`config.mk`:
```
export PLATFORM = sky130hd
export DESIGN_NAME = dir_home_ctrl
export DESIGN_NICKNAME = d
export VERILOG_FILES = /design/src/rtl/dirh_pkg.sv /design/src/rtl/dirh_datapath.sv /design/src/rtl/dirh_control.sv /design/src/rtl/dir_home_ctrl.sv
export SDC_FILE = /design/constraint.sdc
export NUM_CORES = 1
export LEC_CHECK = 0
export ABC_AREA = 1
export CAP_MARGIN = 25
export CORE_UTILIZATION = 35
export CTS_CLUSTER_DIAMETER = 30
export DETAILED_ROUTE_END_ITERATION = 12
export SLEW_MARGIN = 10
export SYNTH_ARGS = -nofsm -noshare
export SYNTH_HDL_FRONTEND = slang
export SYNTH_SLANG_ARGS = --single-unit
```
`constraint.sdc`:
```
create_clock -name clk -period 1.85 [get_ports clk]
set_clock_uncertainty 0.05 [all_clocks]
set_input_delay 0.185 -clock clk [delete_from_list [all_inputs] [get_ports clk]]
set_output_delay 0.185 -clock clk [all_outputs]
set_load 0.1 [all_outputs]
```
`src/rtl/dirh_pkg.sv`:
```
package dirh_pkg;

  typedef enum logic [1:0] {
    MSG_INV         = 2'd0,
    MSG_FETCH_SHARE = 2'd1,
    MSG_FETCH_OWN   = 2'd2
  } msgKind_e;

  // strobes from control to datapath
  typedef struct packed {
    logic latchReq;
    logic loadInv;
    logic sentOne;
    logic ackOne;
    logic addSharer;
    logic makeOwner;
  } dpCtl_t;

  // conditions from datapath to control
  typedef struct packed {
    logic reqWr;
    logic entryDirty;
    logic ownerIsReq;
    logic othersNone;
    logic sendEmpty;
    logic ackEmpty;
    logic rspFromOwner;
  } dpSts_t;

endpackage

```
`src/rtl/dirh_datapath.sv`:
```
module dirh_datapath
  import dirh_pkg::*;
#(
  parameter int NPROC = 4,
  parameter int NBLK  = 4,
  localparam int IW = (NPROC > 1) ? $clog2(NPROC) : 1,
  localparam int BW = (NBLK > 1) ? $clog2(NBLK) : 1
) (
  input  logic          clk,
  input  logic          rstN,
  input  dpCtl_t        ctl,
  input  logic          reqWrite,
  input  logic [IW-1:0] reqId,
  input  logic [BW-1:0] reqBlk,
  input  logic [IW-1:0] rspId,
  input  logic [BW-1:0] rspBlk,
  output dpSts_t        sts,
  output logic          curWr,
  output logic [IW-1:0] curId,
  output logic [BW-1:0] curBlk,
  output logic [IW-1:0] invDest,
  output logic [IW-1:0] ownerId
);

  logic [NPROC-1:0] presQ [NBLK];
  logic [NBLK-1:0]  dirtyQ;
  logic             rWr;
  logic [IW-1:0]    rId;
  logic [BW-1:0]    rBlk;
  logic [NPROC-1:0] sendQ;
  logic [NPROC-1:0] ackQ;

  logic [NPROC-1:0] reqHot;
  logic [NPROC-1:0] entPres;
  logic             entDirty;
  logic [NPROC-1:0] others;

  assign reqHot   = NPROC'(1) << rId;
  assign entPres  = presQ[rBlk];
  assign entDirty = dirtyQ[rBlk];
  assign others   = entPres & ~reqHot;

  // lowest set presence bit names the owner of a dirty entry
  always_comb begin
    ownerId = '0;
    for (int i = NPROC - 1; i >= 0; i--) begin
      if (entPres[i]) ownerId = IW'(i);
    end
  end

  // next invalidation target: lowest pending bit, giving ascending order
  always_comb begin
    invDest = '0;
    for (int i = NPROC - 1; i >= 0; i--) begin
      if (sendQ[i]) invDest = IW'(i);
    end
  end

  always_ff @(posedge clk or negedge rstN) begin
    if (!rstN) begin
      rWr  <= 1'b0;
      rId  <= '0;
      rBlk <= '0;
    end else if (ctl.latchReq) begin
      rWr  <= reqWrite;
      rId  <= reqId;
      rBlk <= reqBlk;
    end
  end

  always_ff @(posedge clk or negedge rstN) begin
    if (!rstN) begin
      sendQ <= '0;
    end else if (ctl.loadInv) begin
      sendQ <= others;
    end else if (ctl.sentOne) begin
      sendQ[invDest] <= 1'b0;
    end
  end

  always_ff @(posedge clk or negedge rstN) begin
    if (!rstN) begin
      ackQ <= '0;
    end else if (ctl.loadInv) begin
      ackQ <= others;
    end else if (ctl.ackOne && (rspBlk == rBlk)) begin
      ackQ[rspId] <= 1'b0;
    end
  end

  always_ff @(posedge clk or negedge rstN) begin
    if (!rstN) begin
      for (int b = 0; b < NBLK; b++) presQ[b] <= '0;
      dirtyQ <= '0;
    end else begin
      for (int b = 0; b < NBLK; b++) begin
        if (rBlk == BW'(b)) begin
          if (ctl.makeOwner) begin
            presQ[b]  <= reqHot;
            dirtyQ[b] <= 1'b1;
          end else if (ctl.addSharer) begin
            presQ[b]  <= presQ[b] | reqHot;
            dirtyQ[b] <= 1'b0;
          end
        end
      end
    end
  end

  assign sts.reqWr        = rWr;
  assign sts.entryDirty   = entDirty;
  assign sts.ownerIsReq   = (ownerId == rId);
  assign sts.othersNone   = (others == '0);
  assign sts.sendEmpty    = (sendQ == '0);
  assign sts.ackEmpty     = (ackQ == '0);
  assign sts.rspFromOwner = (rspId == ownerId) && (rspBlk == rBlk);

  assign curWr  = rWr;
  assign curId  = rId;
  assign curBlk = rBlk;

endmodule

```
`src/rtl/dirh_control.sv`:
```
module dirh_control
  import dirh_pkg::*;
(
  input  logic       clk,
  input  logic       rstN,
  input  logic       reqValid,
  input  logic       msgReady,
  input  logic       rspValid,
  input  logic       grantReady,
  input  dpSts_t     sts,
  output dpCtl_t     ctl,
  output logic       reqReady,
  output logic       msgValid,
  output logic [1:0] msgKind,
  output logic       msgUseOwner,
  output logic       rspReady,
  output logic       grantValid
);

  typedef enum logic [2:0] {
    S_IDLE, S_LOOKUP, S_FETCH_SEND, S_FETCH_WAIT, S_INV_SEND, S_INV_WAIT, S_REPLY
  } state_e;

  state_e stateQ, stateD;

  always_ff @(posedge clk or negedge rstN) begin
    if (!rstN) stateQ <= S_IDLE;
    else       stateQ <= stateD;
  end

  always_comb begin
    stateD = stateQ;
    ctl    = '0;
    unique case (stateQ)
      S_IDLE: begin
        if (reqValid) begin
          ctl.latchReq = 1'b1;
          stateD       = S_LOOKUP;
        end
      end
      S_LOOKUP: begin
        if (sts.entryDirty && !sts.ownerIsReq) begin
          stateD = S_FETCH_SEND;
        end else if (sts.entryDirty) begin
          stateD = S_REPLY;
        end else if (sts.reqWr) begin
          if (sts.othersNone) begin
            ctl.makeOwner = 1'b1;
            stateD        = S_REPLY;
          end else begin
            ctl.loadInv = 1'b1;
            stateD      = S_INV_SEND;
          end
        end else begin
          ctl.addSharer = 1'b1;
          stateD        = S_REPLY;
        end
      end
      S_FETCH_SEND: begin
        if (msgReady) stateD = S_FETCH_WAIT;
      end
      S_FETCH_WAIT: begin
        if (rspValid && sts.rspFromOwner) begin
          if (sts.reqWr) ctl.makeOwner = 1'b1;
          else           ctl.addSharer = 1'b1;
          stateD = S_REPLY;
        end
      end
      S_INV_SEND: begin
        ctl.ackOne = rspValid;
        if (sts.sendEmpty)  stateD      = S_INV_WAIT;
        else if (msgReady)  ctl.sentOne = 1'b1;
      end
      S_INV_WAIT: begin
        ctl.ackOne = rspValid;
        if (sts.ackEmpty) begin
          ctl.makeOwner = 1'b1;
          stateD        = S_REPLY;
        end
      end
      S_REPLY: begin
        if (grantReady) stateD = S_IDLE;
      end
      default: stateD = S_IDLE;
    endcase
  end

  assign reqReady    = (stateQ == S_IDLE);
  assign msgValid    = (stateQ == S_FETCH_SEND) || ((stateQ == S_INV_SEND) && !sts.sendEmpty);
  assign msgUseOwner = (stateQ == S_FETCH_SEND);
  assign msgKind     = (stateQ != S_FETCH_SEND) ? MSG_INV
                     : (sts.reqWr ? MSG_FETCH_OWN : MSG_FETCH_SHARE);
  assign rspReady    = (stateQ == S_FETCH_WAIT) || (stateQ == S_INV_SEND) || (stateQ == S_INV_WAIT);
  assign grantValid  = (stateQ == S_REPLY);

endmodule

```
`src/rtl/dir_home_ctrl.sv`:
```
module dir_home_ctrl
  import dirh_pkg::*;
#(
  parameter int NPROC = 4,
  parameter int NBLK  = 4,
  localparam int IW = (NPROC > 1) ? $clog2(NPROC) : 1,
  localparam int BW = (NBLK > 1) ? $clog2(NBLK) : 1
) (
  input  logic          clk,
  input  logic          rstN,
  input  logic          reqValid,
  output logic          reqReady,
  input  logic          reqWrite,
  input  logic [IW-1:0] reqId,
  input  logic [BW-1:0] reqBlk,
  output logic          msgValid,
  input  logic          msgReady,
  output logic [1:0]    msgKind,
  output logic [IW-1:0] msgDest,
  output logic [BW-1:0] msgBlk,
  input  logic          rspValid,
  output logic          rspReady,
  input  logic [IW-1:0] rspId,
  input  logic [BW-1:0] rspBlk,
  output logic          grantValid,
  input  logic          grantReady,
  output logic          grantWrite,
  output logic [IW-1:0] grantId,
  output logic [BW-1:0] grantBlk
);

  dpCtl_t        ctl;
  dpSts_t        sts;
  logic          msgUseOwner;
  logic          curWr;
  logic [IW-1:0] curId;
  logic [BW-1:0] curBlk;
  logic [IW-1:0] invDest;
  logic [IW-1:0] ownerId;

  dirh_control u_ctrl (
    .clk        (clk),
    .rstN       (rstN),
    .reqValid   (reqValid),
    .msgReady   (msgReady),
    .rspValid   (rspValid),
    .grantReady (grantReady),
    .sts        (sts),
    .ctl        (ctl),
    .reqReady   (reqReady),
    .msgValid   (msgValid),
    .msgKind    (msgKind),
    .msgUseOwner(msgUseOwner),
    .rspReady   (rspReady),
    .grantValid (grantValid)
  );

  dirh_datapath #(.NPROC(NPROC), .NBLK(NBLK)) u_dp (
    .clk     (clk),
    .rstN    (rstN),
    .ctl     (ctl),
    .reqWrite(reqWrite),
    .reqId   (reqId),
    .reqBlk  (reqBlk),
    .rspId   (rspId),
    .rspBlk  (rspBlk),
    .sts     (sts),
    .curWr   (curWr),
    .curId   (curId),
    .curBlk  (curBlk),
    .invDest (invDest),
    .ownerId (ownerId)
  );

  assign msgDest    = msgUseOwner ? ownerId : invDest;
  assign msgBlk     = curBlk;
  assign grantWrite = curWr;
  assign grantId    = curId;
  assign grantBlk   = curBlk;

endmodule

```
=== Word-level counts from Yosys, hierarchy flattened ===
Cells that the tools add are included.

* Muxes and demuxes: 66
* Multipliers: 0
* Bitwise gates (word level): 11
* Equal/unequal tests: 19
* Order comparisons: 6
* Shift-type cells: 1
* Reduce and logical (&&, ||, !) cells: 26
* Add/sub/neg operators: 0
* Divide/modulo/power cells: 0

{| class="wikitable"
|+ Operators by type and width
! kind !! count
|-
| 4-bit two-way mux || 14
|-
| 2-bit two-way mux || 15
|-
| 3-bit two-way mux || 9
|-
| 1-bit two-way mux || 21
|-
| 3-bit one-hot mux with 7 select lines || 1
|-
| 4-bit bitwise OR || 4
|-
| 4-bit bitwise AND || 3
|-
| 4-bit logical NOT || 3
|-
| 4-bit NOT || 3
|-
| 3-bit equality test, second input constant || 3
|-
| 2-bit by 3-bit less-than comparator with 1-bit output, second input constant || 3
|-
| 4-bit binary-select mux with 2-bit select || 1
|-
| 2-bit AND reduction || 4
|-
| 1-bit logical AND || 7
|-
| 2-bit equality test || 3
|-
| 3-bit by 2-bit equality test with 1-bit output, second input constant || 2
|-
| 2-bit by 1-bit inequality test with 1-bit output, second input constant || 3
|-
| 2-bit inequality test, second input constant || 3
|-
| 6-bit AND reduction || 1
|-
| 2-bit nonzero test || 3
|-
| 1-bit demux with 2-bit select || 2
|-
| 2-bit equality test, second input constant || 2
|-
| 2-bit by 1-bit greater-or-equal comparator with 1-bit output, second input constant || 2
|-
| 1-bit by 2-bit << shifter with 4-bit output, first input constant || 1
|-
| 13 further kinds || 16
|}

* Word-level logic and storage cells: 143
* Memory bits (read-only): 0
* Latch bits: 0
* RAM bits: 0
* Output and inout bits: 15
* Register bits: 36
* Memories: 0
* Bits of input ports: 15

=== Longest topological paths before layout ===
* Depth after elaboration: 15
* Mapped depth: 19
* Mapped depth without buffers: 17

=== By module ===
From an unflattened synthesis, not the netlist that was laid out.

* Cell total of the unflattened synthesis: 318
* Area, all modules: 2258.4 um2

{| class="wikitable"
|+ By module, submodules not included
! module !! sequential area each (um2) !! instances !! area an instance (um2) !! cells an instance
|-
| dirh_datapath || 825.8 || 1 || 1775.5 || 236
|-
| dirh_control || 75.1 || 1 || 441.7 || 73
|-
| dir_home_ctrl || 0.0 || 1 || 41.3 || 9
|}

=== Least setup slack after synthesis ===
No wires, ideal clock.

* Path type: reg-to-output
* From: register u_dp.rBlk[0], in the netlist u_dp.curBlk[0]
* To: output port msgDest[1]
* Buffers on the path: 1
* Cell stages (with the launch flop): 10
* Arrival: 3.820 ns
* Path slack: -2.205 ns
* Required time: 1.615 ns
* Path through: dfrtp_1 > inv_2 > buf_6 > nand2_1 > nand2_1 > nand2_1 > nand2_2 > nor2_4 > nand2_2 > o21ai_0

* Longest elaborated chain between the ends: 9

{| class="wikitable"
|+ Ends and longest elaborated chain
! item !! line !! RTL
|-
| from (decl) || dirh_datapath.sv:29 || <nowiki>logic [BW-1:0] rBlk;</nowiki>
|-
| from (signal assigned) || dirh_datapath.sv:67 || <nowiki>rBlk <= reqBlk;</nowiki>
|-
| 2-bit NOT with 3-bit output (not written as such) * || dirh_datapath.sv:39 || <nowiki>assign entPres = presQ[rBlk];</nowiki>
|-
| 4-bit binary-select mux with 2-bit select * || dirh_datapath.sv:39 ||
|-
| 4-bit two-way mux (not written as such) * (2 in series) || dirh_datapath.sv:39 ||
|-
| 2-bit two-way mux (3 in series) || dirh_datapath.sv:47 || <nowiki>if (entPres[i]) ownerId = IW'(i);</nowiki>
|-
| 2-bit two-way mux * || dirh_datapath.sv:47 ||
|-
| 2-bit two-way mux * || dir_home_ctrl.sv:75 || <nowiki>assign msgDest = msgUseOwner ? ownerId : invDest;</nowiki>
|-
| to (decl) || dir_home_ctrl.sv:19 || <nowiki>output logic [IW-1:0] msgDest,</nowiki>
|}

Every way passes the cells marked *; elsewhere a longest branch is shown, timed or not. The select of a mux whose other input is x is not followed.

=== Worst setup path in the final report ===
* From: register u_dp.rBlk[0], in the netlist u_dp.curBlk[0]
* To: register u_dp.presQ[7] (netlist bit)

* Longest elaborated chain between the ends: 15
* Elaborated cells between the ends (all ways): 30
* Those cells by class: 4 x eq/ne; 17 x mux; 2 x bitwise; 7 x reduce/logical

{| class="wikitable"
|+ Ends and longest elaborated chain
! item !! line !! RTL
|-
| 2-bit NOT with 3-bit output (not written as such) || dirh_datapath.sv:39 ||
|-
| 4-bit binary-select mux with 2-bit select || dirh_datapath.sv:39 ||
|-
| 4-bit two-way mux (not written as such) (2 in series) || dirh_datapath.sv:39 ||
|-
| 2-bit two-way mux (4 in series) || dirh_datapath.sv:47 ||
|-
| 2-bit equality test, on equally long branches || dirh_datapath.sv:116, dirh_datapath.sv:112 ||
|-
| 1-bit logical AND / 1-bit logical NOT (equally long branches) || dirh_datapath.sv:116, dirh_control.sv:42 ||
|-
| 1-bit logical AND, on equally long branches || dirh_control.sv:63, dirh_control.sv:42 ||
|-
| 2-bit two-way mux, on equally long branches || dirh_control.sv:63, dirh_control.sv:42 ||
|-
| 1-bit one-hot mux with 3 select lines / 1-bit one-hot mux with 2 select lines (equally long branches) || dirh_control.sv:34 || <nowiki>unique case (stateQ)</nowiki>
|-
| 2-bit nonzero test (no line) || -- ||
|-
| 2-bit AND reduction (no line) || -- ||
|-
| to (signal, indexed assignment) || dirh_datapath.sv:99 || <nowiki>presQ[b] <= reqHot;</nowiki>
|-
| to (signal, indexed assignment) || dirh_datapath.sv:102 || <nowiki>presQ[b] <= presQ[b] | reqHot;</nowiki>
|-
| to (decl) || dirh_datapath.sv:25 || <nowiki>logic [NPROC-1:0] presQ [NBLK];</nowiki>
|}

Several ways; a longest one is shown, not always the timed one. The select of a mux whose other input is x is not followed.
A chain may end at the register's enable or synchronous reset.

==> results.toml <==
[die]
fp.dieH_um = 84.5
initial_core_util_pct = 36.8
rows = 29
fp.dieW_um = 84.5
ios = 30
dieArea_mm2 = 0.00713
coreArea_mm2 = 0.00646

[timing]
fin_crit_sh_pct = 118
slew_headroom_pct = 58.0
fin_ws_ns = -0.328
finalHoldViolCount = 0
worst_pin_slew_ns = 0.629
finalSetupViolations = 33
rsz0062_at_grt = "yes"
drv_slew = 0
period_needed_ns = 2.18
fmax_mhz = 459

[drt]
drc = 4
wl_per_cell_um = 14.9
wl_um = 7680
first_pass_iters = 8
vias = 2711
drtAntennaViolNets = 0
drt-initial-drc-count = 107
vias_per_cell = 5.25

[synthesis]
synth.distinct_cells = 31
avgSynthCellArea_um2 = 7.00
synth_cells = 340
syn_area_mm2 = 0.00238
synth_flop_cell = "dfrtp_1"
synth_top_area_share_pct = 37.9
synthTopCellsByArea = "dfrtp_1, nand2_1, nand3_1, nand4_1, inv_1"
yosysSeqAreaShare_pct = 37.9
ys_ff_latch = 36
async_flop_share_pct = 100
synth_nets = 355
synth_edf_count = 0
yosysTopAreaCell = "dfrtp_1"
synth_warnings = 0

[layout]
seq_area_um2 = 915
multiInputGateArea_mm2 = 0.00161
final_net_count = 453
final_cell_count_no_fill = 516
drive_gt1_share_pct = 39.0
n_fill_cell = 548
synthToLayoutAreaGrowth_pct = 61.5
mostFrequentLayoutCells = "nand2_1, buf_4, dfrtp_1"
antenna_cells = 0
final_common_cell = "nand2_1"

[clocking]
cts.path.max_buffers = 2
cts_sinks = 36
cts_max_level = 2
cts-buffers-inserted = 5
clk_pin_slew_ns = 0.09
root_buffer = "clkbuf_8"
clock_latency_ns = 0.30
cts_tree = "done"

[critical_path]
r2r_start = "u_dp.curBlk[0]$_DFFE_PN0P_"
reg2regPathDepth = 17
cp-start-kind = "flop"
critical_path.cell_chain = "buf_6, nor2_4, nand2_1, nand2_2, nor2_4, nand2_1, nand2_2, nand2_4, nand2_2, nand2_2, nor2_4, nand2_2, nand2_2, nand2_4, nand3_4, nand3_1, nand2_1"
cp.arrival_ns = 2.31
worst_path_most_repeated_cell = "nand2_2"
max_stage_delay_ns = 0.53
regToRegEndpoint = "u_dp.presQ[7]$_DFFE_PN0P_"
cp_slowest_cell = "dfrtp_4"
worstPathMaxFanout = 8
crit_type = "reg2reg"
worstPathRequired_ns = 1.99
endpoint_kind = "flop"
rrSetupSlack_ns = -0.33

[grt]
grt_pass1_wl_um = 12500
antenna_found_initial = 0
grt_pass1_vias = 2609
gr-total-overflow = 0
grt_max_degree = 27
grtUsageTotal_pct = 22.4

[placement]
place_inst = 505
port_buffers = 29
place_hpwl_um = 5510
gp_congestion = 0.857

[run_status]
outcome = "finished with violations"
violations = "DRC, setup timing"

[job]
drv_cap = 0

[min_path]
min_path_type = "in2async"
## per-stage QoR
step | TNS [ns] | hold slack [ns] | worst slack, ns | instance area, µm² | utilization [%]
3_5_place_dp | -10.65 | 0.190 | -0.393 | 3430 | 53.1
3_3_place_gp | -10.10 | 0.192 | -0.379 | 3430 | 53.1
4_1_cts | -9.44 | 0.397 | -0.324 | 3700 | 57.3
5_1_grt | -13.51 | 0.433 | -0.457 | 3840 | 59.5
2_1_floorplan | -10.79 | -0.161 | -0.397 | 2490 | -
6_report | -9.22 | 0.372 | -0.328 | 3840 | 59.5
## cells in the mapped netlist (2+ instances only)
cell,n
nand2_2,7
nand3_1,35
inv_1,28
nor2_1,25
nand3_2,2
nor2_2,2
o21bai_1,4
xor2_1,3
buf_4,3
nor2_4,2
buf_2,3
nand2_1,126
nand4_1,17
o21ai_0,16
o31ai_1,6
nand3_4,3
a21oi_1,6
nor3_1,4
dfrtp_1,36
## per-layer routing
layer  vias up  share of wire, %  global-route usage (%)
li1       1317                 -                       -
met1      1291                42                    27.7
met2        81                50                    39.5
met3        22               4.9                    3.24
met4         0               2.9                    8.78
met5         -                 0                       0
## flip-flops by register name, summed over array words and instances (netlist names)
register,flops
u_dp.curWr,1
u_dp.presQ,16
u_dp.curBlk,2
u_dp.sendQ,4
u_ctrl.stateQ,3
u_dp.curId,2
u_dp.ackQ,4
u_dp.dirtyQ,4
## area by class of cell
cell class	instances	area share [%]
multi-input cells	266	41.8
repair buffers	99	25.5
flip-flops and latches	36	23.8
inverters	29	3.26
well taps	77	2.51
clock buffers	5	1.79
clock inverters	3	1.11
repair inverters	1	0.195
## how the worst max path moves through the flow
| stage | from | depth (start not counted) | slack (ns) | end |
|---|---|---|---|---|
| 2_1_floorplan | u_dp.curBlk[0]$_DFFE_PN0P_ | 19 | -0.40 | u_dp.presQ[10]$_DFFE_PN0P_ |
| 3_3_place_gp | u_dp.curBlk[0]$_DFFE_PN0P_ | 12 | -0.38 | u_dp.ackQ[1]$_DFFE_PN0P_ |
| 3_5_place_dp | u_dp.curBlk[0]$_DFFE_PN0P_ | 12 | -0.39 | u_dp.sendQ[1]$_DFFE_PN0P_ |
| 4_1_cts | u_dp.curBlk[0]$_DFFE_PN0P_ | 16 | -0.32 | u_dp.presQ[5]$_DFFE_PN0P_ |
| 5_1_grt | u_dp.curBlk[0]$_DFFE_PN0P_ | 16 | -0.46 | u_dp.presQ[13]$_DFFE_PN0P_ |
| 6_report | u_dp.curBlk[0]$_DFFE_PN0P_ | 17 | -0.33 | u_dp.presQ[7]$_DFFE_PN0P_ |
## critical path: cells and delay by family (launching register included)
kind / cells / cell delay [ns]
flops: 1 / 0.53
simple gates: 16 / 1.33
buf+inv: 1 / 0.15
## cells by family (layout without fill, tap and decap cells)
logic type,Yosys count,count (layout),synth area share [%]
DFF,36,36,37.9
muxes,1,1,0.473
AOI/OAI and AO/OA,36,36,9.36
xor gates and xnor gates,3,3,1.10
buffers and inverters,39,137,7.57
and+or+nand+nor,225,226,43.6
## repair_timing
action | 4_1_cts | 5_1_grt
setup endpoints to repair | 34 | 36
buffers inserted | 2 | 2
endpoints found under the hold margin | 24 | 0
pin swaps | 13 | 12
resized for setup | 43 | 33
hold buffers | 1 | 0
cloned | 2 | 0
Power is left out: the tool's default activity adds up to more than one toggle a clock period on the data nets, which glitch-free logic cannot reach.
